--- src/rtl/ant_div_sel.sv ---
module ant_div_sel #(
  parameter int MAG_W      = 8,
  parameter int SQ2_W      = 12,
  parameter int SYM_LEN    = 22,
  parameter int DWELL_SYMS = 16,
  parameter int CORE_HALF  = 1,
  parameter int SIDE_N     = 3,
  parameter int IDX_W      = $clog2(SYM_LEN) + 1
) (
  input  logic             clk,
  input  logic             rst_n,
  input  logic             dwell_start,
  input  logic             single_ant,
  input  logic             metric_sel,
  input  logic             samp_valid,
  input  logic             samp_sof,
  input  logic [MAG_W-1:0] samp_mag,
  input  logic [IDX_W-1:0] peak_idx,
  input  logic             sym_end,
  input  logic [SQ2_W-1:0] sq2_in,
  output logic             ant_sel,
  output logic             dec_valid
);

  localparam int CNT_W  = $clog2(DWELL_SYMS + 1);
  localparam int ACC2_W = SQ2_W + $clog2(DWELL_SYMS + 1);
  localparam int ACC3_W = MAG_W + $clog2(2 * SIDE_N * DWELL_SYMS + 1);
  localparam int CMP_W  = (ACC2_W > ACC3_W) ? ACC2_W : ACC3_W;
  localparam logic [IDX_W:0]   OFF_LO = (IDX_W + 1)'(CORE_HALF + 1);
  localparam logic [IDX_W:0]   OFF_HI = (IDX_W + 1)'(CORE_HALF + SIDE_N);
  localparam logic [CNT_W-1:0] LAST_SYM = CNT_W'(DWELL_SYMS - 1);

  typedef enum logic [1:0] {ST_IDLE, ST_DW0, ST_DW1} st_t;
  st_t state;

  logic [IDX_W-1:0]  idx_cnt;
  logic [CNT_W-1:0]  sym_cnt;
  logic [ACC2_W-1:0] acc2_0, acc2_1;
  logic [ACC3_W-1:0] acc3_0, acc3_1;

  logic in_dwell;
  assign in_dwell = (state != ST_IDLE);

  logic [IDX_W-1:0] idx_now;
  logic [IDX_W:0]   off_raw, off_abs;
  logic             is_side;
  assign idx_now = samp_sof ? '0 : idx_cnt;
  assign off_raw = {1'b0, idx_now} - {1'b0, peak_idx};
  assign off_abs = off_raw[IDX_W] ? (~off_raw + 1'b1) : off_raw;
  assign is_side = (off_abs >= OFF_LO) && (off_abs <= OFF_HI);

  logic [ACC3_W-1:0] add3, nxt3;
  logic [ACC2_W-1:0] add2, nxt2;
  assign add3 = (in_dwell && samp_valid && is_side) ? ACC3_W'(samp_mag) : '0;
  assign add2 = (in_dwell && sym_end) ? ACC2_W'(sq2_in) : '0;
  assign nxt3 = ((state == ST_DW1) ? acc3_1 : acc3_0) + add3;
  assign nxt2 = ((state == ST_DW1) ? acc2_1 : acc2_0) + add2;

  logic last_sym;
  assign last_sym = in_dwell && sym_end && (sym_cnt == LAST_SYM);

  logic [CMP_W-1:0] m0, m1;
  logic             pick1;
  assign m0    = metric_sel ? CMP_W'(acc3_0) : CMP_W'(acc2_0);
  assign m1    = metric_sel ? CMP_W'(nxt3)   : CMP_W'(nxt2);
  assign pick1 = (m1 < m0);

  always_ff @(posedge clk) begin
    if (!rst_n) begin
      idx_cnt <= '0;
    end else if (samp_valid) begin
      idx_cnt <= idx_now + 1'b1;
    end
  end

  always_ff @(posedge clk) begin
    if (!rst_n) begin
      state     <= ST_IDLE;
      ant_sel   <= 1'b0;
      dec_valid <= 1'b0;
      sym_cnt   <= '0;
      acc2_0    <= '0;
      acc2_1    <= '0;
      acc3_0    <= '0;
      acc3_1    <= '0;
    end else begin
      dec_valid <= 1'b0;
      if (dwell_start) begin
        state   <= ST_DW0;
        ant_sel <= 1'b0;
        sym_cnt <= '0;
        acc2_0  <= '0;
        acc2_1  <= '0;
        acc3_0  <= '0;
        acc3_1  <= '0;
      end else if (in_dwell) begin
        if (state == ST_DW0) begin
          acc2_0 <= nxt2;
          acc3_0 <= nxt3;
        end else begin
          acc2_1 <= nxt2;
          acc3_1 <= nxt3;
        end
        if (sym_end) sym_cnt <= last_sym ? '0 : sym_cnt + 1'b1;
        if (last_sym) begin
          if (state == ST_DW0 && !single_ant) begin
            state   <= ST_DW1;
            ant_sel <= 1'b1;
          end else begin
            state     <= ST_IDLE;
            dec_valid <= 1'b1;
            ant_sel   <= (state == ST_DW1) && pick1;
          end
        end
      end
    end
  end

  assert_start_R2: assert property (@(posedge clk) disable iff (!rst_n)
    dwell_start |=> (!ant_sel && !dec_valid && state == ST_DW0));

  assert_dwell1_ant_R3: assert property (@(posedge clk) disable iff (!rst_n)
    (state == ST_DW1) |-> ant_sel);

  assert_pulse_R8: assert property (@(posedge clk) disable iff (!rst_n)
    dec_valid |=> !dec_valid);

  assert_single_R9: assert property (@(posedge clk) disable iff (!rst_n)
    (dec_valid && $past(state == ST_DW0)) |-> !ant_sel);

  assert_idle_R11: assert property (@(posedge clk) disable iff (!rst_n)
    (state == ST_IDLE && !dwell_start) |=> ($stable(ant_sel) && !dec_valid));

endmodule

--- config.mk ---
export PLATFORM = sky130hd
export DESIGN_NAME = ant_div_sel
export DESIGN_NICKNAME = d
export VERILOG_FILES = /design/src/rtl/ant_div_sel.sv
export SDC_FILE = /design/constraint.sdc
export NUM_CORES = 1
export LEC_CHECK = 0
export BUFFER_PORTS_ARGS = -buffer_cell sky130_fd_sc_hd__clkbuf_2
export CAP_MARGIN = 20
export CORE_MARGIN = 4
export CORE_UTILIZATION = 45
export DETAILED_ROUTE_END_ITERATION = 6
export SLEW_MARGIN = 20
export SYNTH_ARGS = -nofsm -noshare
export SYNTH_HDL_FRONTEND = slang
export SYNTH_SLANG_ARGS = --single-unit
--- constraint.sdc ---
create_clock -name clk -period 8.8 [get_ports clk]
set_input_delay 1.76 -clock clk [delete_from_list [all_inputs] [get_ports clk]]
set_output_delay 1.76 -clock clk [all_outputs]
set_load 0.02 [all_outputs]
Word level (Yosys, flattened, before mapping) --
Cells that the tools add are included.
Storage, ports and cells: output and inout bits 2, flip-flop bits (word level) 79, bits of input ports 34
Operators by class: add/sub/neg operators 6, reductions and logical operators 18, magnitude comparators 3, bitwise logic cells 5, equal/unequal tests 3, muxes and demuxes 15
Operators with widths (number):
- 17-bit two-way mux | 3
- 17-bit by 12-bit adder with 17-bit output | 1
- 17-bit less-than comparator | 1
- 15-bit by 8-bit adder with 15-bit output | 1
- 15-bit two-way mux | 1
- 12-bit two-way mux | 1
- 2-bit AND reduction | 5
- 8-bit two-way mux | 1
- 7-bit by 1-bit adder with 7-bit output, second input constant | 1
- 7-bit by 2-bit greater-or-equal comparator with 1-bit output, second input constant | 1
- 7-bit by 3-bit less-or-equal comparator with 1-bit output, second input constant | 1
- 1-bit logical AND | 7
- 7-bit two-way mux | 1
- 7-bit NOT | 1
- 6-bit by 6-bit subtractor with 7-bit output | 1
- 6-bit by 1-bit adder with 6-bit output, second input constant | 1
- 6-bit two-way mux | 1
- 2-bit nonzero test | 3
- 5-bit by 1-bit adder with 5-bit output, second input constant | 1
- 5-bit by 4-bit equality test with 1-bit output, second input constant | 1
- 1-bit two-way mux | 5
- 5-bit two-way mux | 1
- 1-bit NOT | 4
- 4-bit OR reduction | 1
- other kinds (5) | 5

Longest topological paths before layout --
word-level depth 14, mapped depth 30, depth with buffers taken out 30

Worst setup path after synthesis --
No wires, ideal clock.
path kind input-to-reg, start point input samp_sof, end point register ant_sel, library setup time 0.133 ns, path slack 1.076 ns, data arrival time 7.591 ns, cell stages on the path 24, required time 8.667 ns, buffers on the path 1, cells stage by stage clkbuf_1 > nor2b_1 > ha_1 > or2_2 > or4_4 > o2111ai_2 > or4b_4 > a2111oi_4 > a311oi_2 > nor4b_1 > ha_1 > a211oi_1 > o21ai_0 > a21boi_0 > nor4b_1 > xnor2_1 > a2bb2oi_1 > o31ai_1 > ha_1 > and3_1 > o2111ai_1 > or3_1 > a2111oi_0 > nor4_1
On the way: word-level cells in the longest chain between the ends 14, elaborated cells on any way between the ends 15
RTL lines:
- start, declared | RTL line 16 | input logic samp_sof,
- 6-bit two-way mux * | RTL line 47 | assign idx_now = samp_sof ? '0 : idx_cnt;
- 6-bit by 6-bit subtractor with 7-bit output * | RTL line 48 | assign off_raw = {1'b0, idx_now} - {1'b0, peak_idx};
- 7-bit NOT | RTL line 49 | assign off_abs = off_raw[IDX_W] ? (~off_raw + 1'b1) : off_raw;
- 7-bit by 1-bit adder with 7-bit output | RTL line 49
- 7-bit two-way mux * | RTL line 49
- 7-bit by 2-bit greater-or-equal comparator with 1-bit output / 7-bit by 3-bit less-or-equal comparator with 1-bit output (equally long branches) | RTL line 50 | assign is_side = (off_abs >= OFF_LO) && (off_abs <= OFF_HI);
- 1-bit logical AND * | RTL line 50
- 1-bit logical AND * | RTL line 54 | assign add3 = (in_dwell && samp_valid && is_side) ? ACC3_W'(samp_mag) : '0;
- 8-bit two-way mux * | RTL line 54
- 15-bit by 8-bit adder with 15-bit output * | RTL line 56 | assign nxt3 = ((state == ST_DW1) ? acc3_1 : acc3_0) + add3;
- 17-bit two-way mux * | RTL line 65 | assign m1 = metric_sel ? CMP_W'(nxt3) : CMP_W'(nxt2);
- 17-bit less-than comparator * | RTL line 66 | assign pick1 = (m1 < m0);
- 1-bit logical AND * | RTL line 112 | ant_sel <= (state == ST_DW1) && pick1;
- 1-bit two-way mux * | RTL line 106 | if (state == ST_DW0 && !single_ant) begin
- end signal, assigned | RTL line 112
- end, declared | RTL line 21 | output logic ant_sel,
Every way passes the cells marked *; elsewhere a longest branch is shown, timed or not. A chain may end at the register's enable or synchronous reset.

Final worst setup path --
Ends and elaborated chain as after synthesis.

==> qor.yml <==
drtAntennaViolNets: 0
worst_pin_slew_ns: 0.975
clk_pin_slew_worst_paths_ns: 0.06
cts_tree: "done"
synth_edf_count: 0
r2r_end: "ant_sel"
yosysWarnings: 0
synth-xor-area-share_pct: 5.67
hold_end: "acc3_0[1]"
setup.worst_path.start: "samp_sof"
insertedDiodeCount: 0
min_path_type: "reg -> reg"
ios: 36
required_ns: 9.01
avgRoutedWirePerCell_um: 15.2
drive_above_1_share_pct: 10.6
intPower_w: 0.000655
clock_sinks: 79
power_frac_clock_pct: 46.8
path_max_fanout: 13
setup-tns-final_ns: 0
gr-usage-all-layers_pct: 19.8
hold_violations: 0
finalCriticalPeriod_ns: 8.22
pre_cts_slack_ns: 0.139
cts_buffer_depth: 2
drv_slew: 0
netSwitchingFraction_pct: 25.1
grt_max_degree: 69
numCtsBuffers: 9
synth_cell_type_count: 71
synth_area_um2: 6020
end_kind: "flip-flop"
synthMuxAreaShare_pct: 8.71
drc: 0
die-height_um: 124
setup_violations: 0
max-vdd-ir-drop_mv: 0.137
max-cap-violations: 0
cp-start-kind: "primary input"
p_per_area_nw_per_um2: 132
clk_latency_ns: 0.35
gr-total-overflow: 0
reg2reg_depth: 24
synthAdderAreaFrac_pct: 9.60
syn2layout_area_growth_pct: 10.5
cts-hold-fix-buffers: 0
period_share_pct: 93.4
num_rows: 41
cts_resized: 0
max_freq_mhz: 122
syn_inst: 783
cp_slowest_stage_delay_ns: 0.60
synth_compound_area_share_pct: 18.9
place.gp.congestion: 0.867
setup_ws_ns: 0.584
slew_headroom_pct: 35.0
critical-path-slowest-cell: "o311ai_0"
yosys.area_share.simple_pct: 26.9
reg2reg_from: "idx_cnt[1]"
crit_type: "in -> reg"
ys_ff_latch: 79
core_area_um2: 12900
min_from: "acc3_0[1]"
initial_core_util_pct: 46.7
dr_total_vias: 5516
place_hpwl_um: 10700
dr.pass1.iters: 5
ys_seq_area_share_pct: 26.3
nNetsFinal: 877
synth_top_flop_cell: "dfxtp_1"
grt_pass1_wl_um: 24400
seqPwrFrac_pct: 41.5
finClkSkew_ns: 0.00912
portBuffers: 35
wl_um: 14800
drt_iter0_drc: 325
avgViaCountPerCell: 5.66
die_area_um2: 15300
comb_power_share_pct: 11.6
htree_levels: 3
grt_pass1_vias: 5232
syn_nets: 862
arrival_ns: 8.42
r2r_slack_ns: 1.93
synth_top_family_by_area: "simple AND/OR/NAND/NOR gates"
antenna_found_initial: 0
ctsRootBufferMaster: "clkbuf_16"
rsz0062_at_grt: "no"
leakage_nw: 2.67
post_cts_buffers: 0
critPathMostFrequentCell: "ha_1"
p_switching_w: 0.000220
avgSynthCellArea_um2: 7.69
hold_depth: 2
outcome: "finished clean"
die_x_um: 124
async_flop_share_pct: 0
area by class of cell:
cell class,count,area (µm²)
Clock inverter,5,81.3
Fill cell,1285,6220
Clock buffer,11,243
Sequential cell,79,1580
Timing Repair Buffer,42,228
Tap cell,172,215
Multi-Input combinational cell,646,4230
Inverter,20,75.1
power groups by stage:
stage | combinational [W] | sequential, W | clock [W]
6_report | 0.000102 | 0.000363 | 0.000410
3_3_place_gp | 0.0000972 | 0.000371 | 0
5_1_grt | 0.000113 | 0.000364 | 0.000431
2_1_floorplan | 0.0000730 | 0.000370 | 0
3_5_place_dp | 0.0000996 | 0.000371 | 0
4_1_cts | 0.000100 | 0.000363 | 0.000417
sequential cells by signal (all words and copies together), names as in the netlist:
signal / count
acc2_0: 17
acc2_1: 17
acc3_0: 15
acc3_1: 15
ant_sel: 1
dec_valid: 1
idx_cnt: 6
state: 2
sym_cnt: 5
cells by family (layout without fill, tap and decap cells):
| family | after synthesis | in the layout |
|---|---|---|
| AO/OA/AOI/OAI | 169 | 169 |
| XOR/XNOR | 39 | 39 |
| adder cells (fa/ha/maj) | 45 | 45 |
| buffers and inverters | 58 | 78 |
| flip-flops | 79 | 79 |
| multiplexers | 52 | 52 |
| AND/OR/NAND/NOR | 341 | 341 |
cells in the final DEF, fill, tap and decap left out, types with 8 or more instances in the layout:
| master | synthesis | routed |
|---|---|---|
| nor2_1 | 76 | 76 |
| a211oi_1 | 17 | 17 |
| mux2i_1 | 49 | 49 |
| and2_1 | 15 | 15 |
| ha_1 | 43 | 43 |
| nor2b_1 | 13 | 11 |
| inv_1 | 20 | 20 |
| nand2_1 | 149 | 149 |
| xor2_1 | 17 | 17 |
| a21oi_1 | 48 | 48 |
| clkbuf_16 | 0 | 9 |
| clkbuf_2 | 0 | 35 |
| xnor2_1 | 22 | 22 |
| nor3_1 | 17 | 17 |
| nor4b_1 | 9 | 8 |
| o21ai_0 | 36 | 36 |
| nand3_1 | 11 | 11 |
| dfxtp_1 | 79 | 78 |
metrics by stage:
stage          cell area, µm²  cells  total power, W  hold WS, ns  util (%)
3_5_place_dp             6310    959        0.000471        0.463      49.0
5_1_grt                  6650    975        0.000907        0.504      51.7
3_3_place_gp             6310    959        0.000469        0.454      49.0
6_report                 6650    975        0.000875        0.472      51.7
2_1_floorplan            6020    783        0.000443        0.445         -
4_1_cts                  6640    975        0.000881        0.473      51.5
worst max-delay path: cells and delay by family:
family	cells	cell delay (ns)
XOR/XNOR	1	0.20
buffers and inverters	4	0.64
AND/OR/NAND/NOR	6	1.35
AO/OA/AOI/OAI	12	3.33
adder cells (fa/ha/maj)	4	1.15
worst max path at each step:
stage | to | slack, ns
finish | ant_sel | 0.58
global route | ant_sel | 0.08
CTS | ant_sel | 0.48
detailed placement | ant_sel | 0.14
global placement | ant_sel | 0.37
floorplan | ant_sel | 1.08
cell usage after synthesis, types with 3 or more instances:
| library cell | n | area (µm²) |
|---|---|---|
| nor3_1 | 17 | 85.1 |
| xor2_1 | 17 | 149 |
| nand3_1 | 11 | 55.1 |
| mux2_2 | 3 | 33.8 |
| clkbuf_1 | 27 | 101 |
| o21ai_0 | 36 | 180 |
| o221ai_1 | 3 | 26.3 |
| nand3b_1 | 7 | 52.6 |
| nor2_1 | 76 | 285 |
| o211ai_1 | 5 | 37.5 |
| o21bai_1 | 3 | 22.5 |
| dfxtp_1 | 79 | 1580 |
| o211a_1 | 3 | 30.0 |
| nor3b_1 | 5 | 37.5 |
| nand4_1 | 3 | 18.8 |
| a21oi_1 | 48 | 240 |
| and2_1 | 15 | 93.8 |
| and3_1 | 4 | 25.0 |
| nor2b_1 | 13 | 81.3 |
| or3_1 | 3 | 18.8 |
| buf_1 | 7 | 26.3 |
| inv_1 | 20 | 75.1 |
| a2111oi_0 | 4 | 35.0 |
| ha_1 | 43 | 538 |
| mux2i_1 | 49 | 490 |
| o31ai_1 | 4 | 30.0 |
| a32o_1 | 3 | 30.0 |
| xnor2_1 | 22 | 193 |
| or2_2 | 5 | 31.3 |
| a21o_1 | 6 | 45.0 |
| a211oi_1 | 17 | 128 |
| nor4b_1 | 9 | 78.8 |
| o21a_1 | 6 | 45.0 |
| nand2_1 | 149 | 559 |
| a31oi_1 | 5 | 31.3 |
| nand2b_1 | 5 | 31.3 |
| a21boi_0 | 3 | 22.5 |
| nor4_1 | 6 | 37.5 |
per-layer routing:
metal / up-vias / routed length, µm / global-route usage [%]
met3: 18 / 503 / 4.04
met4: 0 / 188 / 5.33
li1: 2807 / - / -
met2: 88 / 7280 / 34.0
met1: 2603 / 6810 / 25.2
met5: - / 0 / 0
No activity file was read; power rests on OpenSTA's default activity.
